`src/rtl/gpio_edge_pkg.sv`:
```
// Package: word offsets of the register window and shared widths.
// Assumes a word-addressed port; offsets index 32-bit words.
package gpio_edge_pkg;
    localparam int unsigned OFF_DIR     = 0;
    localparam int unsigned OFF_OUT     = 1;
    localparam int unsigned OFF_OUTSET  = 2;
    localparam int unsigned OFF_OUTCLR  = 3;
    localparam int unsigned OFF_PINS    = 4;
    localparam int unsigned OFF_RISESET = 5;
    localparam int unsigned OFF_RISECLR = 6;
    localparam int unsigned OFF_FALLSET = 7;
    localparam int unsigned OFF_FALLCLR = 8;
    localparam int unsigned OFF_STAT    = 9;
    localparam int unsigned NUM_REGS    = 10;

    // One-hot write strobes produced by the decoder.
    typedef struct packed {
        logic dir;
        logic outset;
        logic outclr;
        logic riseset;
        logic riseclr;
        logic fallset;
        logic fallclr;
        logic stat;
    } wr_strobe_t;
endpackage

```
`src/rtl/gpio_sync.sv`:
```
// Module: multi-stage level synchronizer for a vector of asynchronous pins.
// Assumes each bit is independent; no bus coherency across bits is implied.
module gpio_sync #(
    parameter int unsigned W      = 32,
    parameter int unsigned STAGES = 2
) (
    input  logic         clk,
    input  logic         rst_n,
    input  logic [W-1:0] async_in,
    output logic [W-1:0] sync_out
);
    logic [W-1:0] stage_q [STAGES];

    // Shift the pin levels through the synchronizer chain.
    always_ff @(posedge clk) begin
        if (!rst_n) begin
            for (int s = 0; s < int'(STAGES); s++) stage_q[s] <= '0;
        end else begin
            stage_q[0] <= async_in;
            for (int s = 1; s < int'(STAGES); s++) stage_q[s] <= stage_q[s-1];
        end
    end

    assign sync_out = stage_q[STAGES-1];
endmodule

```
`src/rtl/gpio_edge_detect.sv`:
```
// Module: per-bit rising and falling transition detector.
// Assumes the input is already synchronous; outputs pulse for one cycle.
module gpio_edge_detect #(
    parameter int unsigned W = 32
) (
    input  logic         clk,
    input  logic         rst_n,
    input  logic [W-1:0] level,
    output logic [W-1:0] rise,
    output logic [W-1:0] fall
);
    logic [W-1:0] last_q;

    // Remember the level seen in the previous cycle.
    always_ff @(posedge clk) begin
        if (!rst_n) last_q <= '0;
        else        last_q <= level;
    end

    // Compare present and previous level, per bit.
    genvar g;
    generate
        for (g = 0; g < int'(W); g++) begin : g_bit
            assign rise[g] =  level[g] & ~last_q[g];
            assign fall[g] = ~level[g] &  last_q[g];
        end
    endgenerate
endmodule

```
`src/rtl/gpio_addr_decode.sv`:
```
// Module: turns a write request into one-hot register strobes.
// Assumes offsets outside the map produce no strobe.
module gpio_addr_decode
    import gpio_edge_pkg::*;
#(
    parameter int unsigned ADDR_W = 4
) (
    input  logic              wr_en,
    input  logic [ADDR_W-1:0] addr,
    output wr_strobe_t        stb
);
    // Compare the offset against each writable register.
    always_comb begin
        stb         = '0;
        stb.dir     = wr_en && (addr == ADDR_W'(OFF_DIR));
        stb.outset  = wr_en && (addr == ADDR_W'(OFF_OUTSET));
        stb.outclr  = wr_en && (addr == ADDR_W'(OFF_OUTCLR));
        stb.riseset = wr_en && (addr == ADDR_W'(OFF_RISESET));
        stb.riseclr = wr_en && (addr == ADDR_W'(OFF_RISECLR));
        stb.fallset = wr_en && (addr == ADDR_W'(OFF_FALLSET));
        stb.fallclr = wr_en && (addr == ADDR_W'(OFF_FALLCLR));
        stb.stat    = wr_en && (addr == ADDR_W'(OFF_STAT));
    end
endmodule

```
`src/rtl/gpio_ctrl_regs.sv`:
```
// Module: direction, output, edge-enable and sticky status registers.
// Assumes rise/fall are single-cycle pulses from the edge detector.
module gpio_ctrl_regs
    import gpio_edge_pkg::*;
#(
    parameter int unsigned W = 32
) (
    input  logic         clk,
    input  logic         rst_n,
    input  wr_strobe_t   stb,
    input  logic [W-1:0] wr_data,
    input  logic [W-1:0] rise,
    input  logic [W-1:0] fall,
    output logic [W-1:0] dir_q,
    output logic [W-1:0] out_q,
    output logic [W-1:0] stat_q
);
    logic [W-1:0] rise_en_q;
    logic [W-1:0] fall_en_q;
    logic [W-1:0] stat_clr;
    logic [W-1:0] stat_hit;

    // Direction register: plain write, resets to all sensed.
    always_ff @(posedge clk) begin
        if (!rst_n)       dir_q <= '1;
        else if (stb.dir) dir_q <= wr_data;
    end

    // Output level: set and clear masks only.
    always_ff @(posedge clk) begin
        if (!rst_n)          out_q <= '0;
        else if (stb.outset) out_q <= out_q | wr_data;
        else if (stb.outclr) out_q <= out_q & ~wr_data;
    end

    // Rising-edge enable mask: set and clear masks only.
    always_ff @(posedge clk) begin
        if (!rst_n)           rise_en_q <= '0;
        else if (stb.riseset) rise_en_q <= rise_en_q | wr_data;
        else if (stb.riseclr) rise_en_q <= rise_en_q & ~wr_data;
    end

    // Falling-edge enable mask: set and clear masks only.
    always_ff @(posedge clk) begin
        if (!rst_n)           fall_en_q <= '0;
        else if (stb.fallset) fall_en_q <= fall_en_q | wr_data;
        else if (stb.fallclr) fall_en_q <= fall_en_q & ~wr_data;
    end

    // Form the clear mask and the enabled edge hits for status.
    always_comb begin
        stat_clr = stb.stat ? wr_data : '0;
        stat_hit = (rise & rise_en_q) | (fall & fall_en_q);
    end

    // Sticky status: a new hit outranks a clear in the same cycle.
    always_ff @(posedge clk) begin
        if (!rst_n) stat_q <= '0;
        else        stat_q <= (stat_q & ~stat_clr) | stat_hit;
    end
endmodule

```
`src/rtl/gpio_edge_bank.sv`:
```
// Module: top of one GPIO bank with edge-capture status.
// Assumes a single-cycle register port; reads are combinational.
module gpio_edge_bank
    import gpio_edge_pkg::*;
#(
    parameter int unsigned NPINS   = 32,
    parameter int unsigned ADDR_W  = 4,
    parameter int unsigned SYNC_ST = 2
) (
    input  logic              clk,
    input  logic              rst_n,
    input  logic              wr_en,
    input  logic [ADDR_W-1:0] addr,
    input  logic [NPINS-1:0]  wr_data,
    output logic [NPINS-1:0]  rd_data,
    input  logic [NPINS-1:0]  pins_in,
    output logic [NPINS-1:0]  pins_out,
    output logic [NPINS-1:0]  pins_oe,
    output logic [NPINS-1:0]  irq_status
);
    wr_strobe_t       stb_w;
    logic [NPINS-1:0] lvl_w;
    logic [NPINS-1:0] rise_w;
    logic [NPINS-1:0] fall_w;
    logic [NPINS-1:0] dir_w;
    logic [NPINS-1:0] out_w;
    logic [NPINS-1:0] stat_w;

    gpio_sync #(.W(NPINS), .STAGES(SYNC_ST)) sync_i (
        .clk      (clk),
        .rst_n    (rst_n),
        .async_in (pins_in),
        .sync_out (lvl_w)
    );

    gpio_edge_detect #(.W(NPINS)) edge_i (
        .clk   (clk),
        .rst_n (rst_n),
        .level (lvl_w),
        .rise  (rise_w),
        .fall  (fall_w)
    );

    gpio_addr_decode #(.ADDR_W(ADDR_W)) dec_i (
        .wr_en (wr_en),
        .addr  (addr),
        .stb   (stb_w)
    );

    gpio_ctrl_regs #(.W(NPINS)) regs_i (
        .clk     (clk),
        .rst_n   (rst_n),
        .stb     (stb_w),
        .wr_data (wr_data),
        .rise    (rise_w),
        .fall    (fall_w),
        .dir_q   (dir_w),
        .out_q   (out_w),
        .stat_q  (stat_w)
    );

    // Read mux: readable registers by offset, everything else zero.
    always_comb begin
        rd_data = '0;
        if (addr == ADDR_W'(OFF_DIR))  rd_data = dir_w;
        if (addr == ADDR_W'(OFF_OUT))  rd_data = out_w;
        if (addr == ADDR_W'(OFF_PINS)) rd_data = lvl_w;
        if (addr == ADDR_W'(OFF_STAT)) rd_data = stat_w;
    end

    assign pins_out   = out_w;
    assign pins_oe    = ~dir_w;
    assign irq_status = stat_w;
endmodule

```
`config.mk`:
```
export PLATFORM = sky130hd
export DESIGN_NAME = gpio_edge_bank
export DESIGN_NICKNAME = d
export VERILOG_FILES = /design/src/rtl/gpio_edge_pkg.sv /design/src/rtl/gpio_sync.sv /design/src/rtl/gpio_edge_detect.sv /design/src/rtl/gpio_addr_decode.sv /design/src/rtl/gpio_ctrl_regs.sv /design/src/rtl/gpio_edge_bank.sv
export SDC_FILE = /design/constraint.sdc
export NUM_CORES = 1
export LEC_CHECK = 0
export ABC_AREA = 1
export BUFFER_PORTS_ARGS = -buffer_cell sky130_fd_sc_hd__buf_2
export CORE_MARGIN = 8
export CORE_UTILIZATION = 55
export DETAILED_ROUTE_END_ITERATION = 7
export HOLD_SLACK_MARGIN = 0.02
export PLACE_DENSITY = 0.87
export SETUP_SLACK_MARGIN = 0.05
export SLEW_MARGIN = 20
export SYNTH_ARGS = -nofsm -noshare
export SYNTH_HDL_FRONTEND = slang
export SYNTH_SLANG_ARGS = --single-unit
```
`constraint.sdc`:
```
create_clock -name clk -period 2.8 [get_ports clk]
set_clock_uncertainty 0.05 [all_clocks]
set_input_delay 0.84 -clock clk [delete_from_list [all_inputs] [get_ports clk]]
set_output_delay 0.84 -clock clk [all_outputs]
set_load 0.02 [all_outputs]
```
==> impl_metrics.yaml <==
setup_path:
  crit_type: "in2out"
  rrSetupSlack_ns: 1.85
  critPathMaxFanout: 6
  crit_chain: "buf_8 > nor2_4 > inv_4 > nor2_4 > buf_12 > clkbuf_16 > nand2_2 > nand4_1 > buf_6"
  r2r_start: "sync_i.stage_q[0][61]"
  rr_worst_depth: 4
  crit_required_ns: 1.91
  critPathMaxStageDelay_ns: 0.17
  worstReg2RegEnd: "regs_i.stat_q[29]"
  crit_path_end_kind: "output pin"
  critical_path.top_delay_family: "buffers and inverters"
  cp.arrival_ns: 1.88
  cpMostUsedCell: "nor2_4"
  cpMaxStageDelayCell: "clkbuf_16"
  worst-path-buf-inv: 5
  start_kind: "input port"
placed_design:
  place_area_um2: 11700
  gp_congestion: 0.874
  dp_slack_ns: -0.0386
  hpwl_um: 20200
  port_buffers: 198
timing:
  fin_crit_sh_pct: 98.8
  slew_viol_final: 0
  hold_viol: 0
  period_needed_ns: 2.77
  worstMarginPinSlew_ns: 0.661
  slew_headroom_pct: 55.9
  setup_viol: 0
  rsz0062_at_grt: "true"
  finalWorstSetupSlack_ns: 0.0342
  max_freq_ghz: 0.362
  hold_slack_ns: 0.361
  finalSetupTns_ns: 0
drt:
  wl_per_cell_um: 16.7
  postRouteAntennaNets: 0
  vias: 10500
  avgViaCountPerCell: 5.45
  drt_wl_total_um: 32300
  dr.pass1.iters: 6
  drc: 0
  drtIter0Drc: 1049
synth:
  synth.yosys.seq_area_share_pct: 49.1
  synth-async-reset-ratio_pct: 0
  ys_types: 16
  synth_top_area_cell: "dfxtp_1"
  ys_ff_latch: 256
  synthFlopType: "dfxtp_1"
  yosys-top-cells-count: "nand2_1, dfxtp_1, inv_1, a21oi_1, nand3_1"
  synth.cell_area_um2: 10400
  synth.most_common_cell: "nand2_1"
  synth_edf_count: 0
  syn_nets: 1589
  yosysWarnings: 0
  netlist.area_leader.share_pct: 49.1
  synthCells: 1518
  postSynthAreaPerCell_um2: 6.88
  synth_area_leaders: "dfxtp_1, nand2_1, a21oi_1"
finish:
  final-seq-area_um2: 5120
  layout-drive-gt1-share_pct: 18.9
  areaGrowthSynthToFinish_pct: 24.1
  multiInputGateArea_um2: 4300
  nets: 1751
  fillers: 1459
  post-route-cell-area_um2: 13000
job:
  drv_cap: 0
worst_hold_path:
  worstHoldPathType: "reg2reg"
  hold_start: "sync_i.stage_q[0][1]"
  hold-path-cell-count: 2
  hold_end: "sync_i.stage_q[0][33]"
floorplan:
  core_area_um2: 18700
  io_pins: 199
  die_h_um: 154
  die_area_um2: 23700
  rows: 50
  start_util_pct: 55.9
  die_w_um: 154
clock_network:
  clkTransAtPathRegs_ns: 0.06
  clock_path_buffers: 3
  cts-root-buf: "clkbuf_16"
  hold_buffers: 0
  cts_htree_levels: 1
  cts_made_buffers: 25
  cts_tree: "built"
  cts_sinks: 256
  worstSkewPairLatency_ns: 0.51
global_routing:
  grt_pass1_vias: 9876
  grt_max_degree: 129
  antenna_found_initial: 2
  grt_overflow: 0
  grtUsageTotal_pct: 25.1
  grt_first_pass_wirelength_um: 49400
power:
  p_int_w: 0.00587
  p_per_area_nw_per_um2: 593
  p_comb_share_pct: 7.6
  ir_drop_v: 0.000516
  power_leakage_nw: 6.31
  power.share.sequential_pct: 49.2
  total_power_w: 0.00769
  p_clk_share_pct: 43.2
  p_switching_w: 0.00182
  swShare_pct: 23.7
status:
  status: "completed"
[area by class of cell]
type | instances | share of cell area (%)
antenna | 1 | 0.0193
tap | 234 | 2.26
sequential | 256 | 39.5
inverter | 170 | 4.96
timing repair buffer | 247 | 13.8
clock inverter | 10 | 0.840
multi-input combinational | 980 | 33.1
clock buffer | 33 | 5.44
[worst max path at each step]
stage | slack, ns | startpoint | to | cells past startpoint
floorplan | 0.1 | addr[2] | rd_data[10] | 6
global placement | 0.03 | addr[3] | rd_data[26] | 8
detailed placement | -0.04 | addr[3] | rd_data[28] | 8
CTS | 0.05 | addr[2] | rd_data[22] | 8
global route | -0.007 | addr[3] | rd_data[31] | 9
finish | 0.03 | addr[3] | rd_data[28] | 9
[layer usage]
layer	track usage, %	vias to the layer above	routed length (um)
li1	-	5042	-
met2	43.3	569	15500
met4	9.80	2	1230
met3	4.65	105	3000
met5	0	-	12
met1	30.4	4797	12600
[cell usage in the layout (no fill, tap or decap), types with 3 or more instances in the layout]
cell / n
inv_2: 4
clkbuf_16: 28
buf_2: 162
buf_4: 39
nand2_1: 566
dfxtp_1: 256
nand3_1: 98
buf_12: 13
nand2_2: 16
inv_1: 164
buf_6: 27
nor2_4: 8
clkbuf_8: 5
nand4_1: 64
nor2_1: 64
clkbuf_1: 3
buf_8: 3
clkinv_2: 5
a21oi_1: 160
[power by group through the flow]
stage / clock network [W] / registers (W) / logic, W
5_1_grt: 0.00350 / 0.00379 / 0.000629
6_report: 0.00332 / 0.00379 / 0.000585
4_1_cts: 0.00334 / 0.00378 / 0.000542
3_3_place_gp: 0 / 0.00386 / 0.000515
2_1_floorplan: 0 / 0.00386 / 0.000319
3_5_place_dp: 0 / 0.00386 / 0.000526
[logic make-up after synthesis]
group	Yosys count	share of synthesized area [%]
flip-flops	256	49.1
buffers and inverters	282	10.8
AO/OA/AOI/OAI	160	7.66
AND/OR/NAND/NOR	820	32.5
[worst register-to-register path: cells and delay by family, from the launching register on]
kind / cells / cell delay (ns)
AOI/OAI and AO/OA: 2 / 0.20
and+or+nand+nor: 1 / 0.11
DFF: 1 / 0.43
buffers and inverters: 1 / 0.09
[metrics by stage]
step | cells | util (%)
5_1_grt | 1931 | 69.3
6_report | 1931 | 69.3
3_3_place_gp | 1877 | 62.7
3_5_place_dp | 1877 | 62.7
2_1_floorplan | 1518 | -
4_1_cts | 1923 | 67.6
[repair_timing]
item                                    in CTS  in global routing
cloned                                       1                  4
setup buffers                                2                  3
resized for setup                           28                 62
hold endpoints to repair                     0                  0
pin swaps                                    2                 27
endpoints found under the setup margin      32                 32
(Power assumes the default switching activity.)
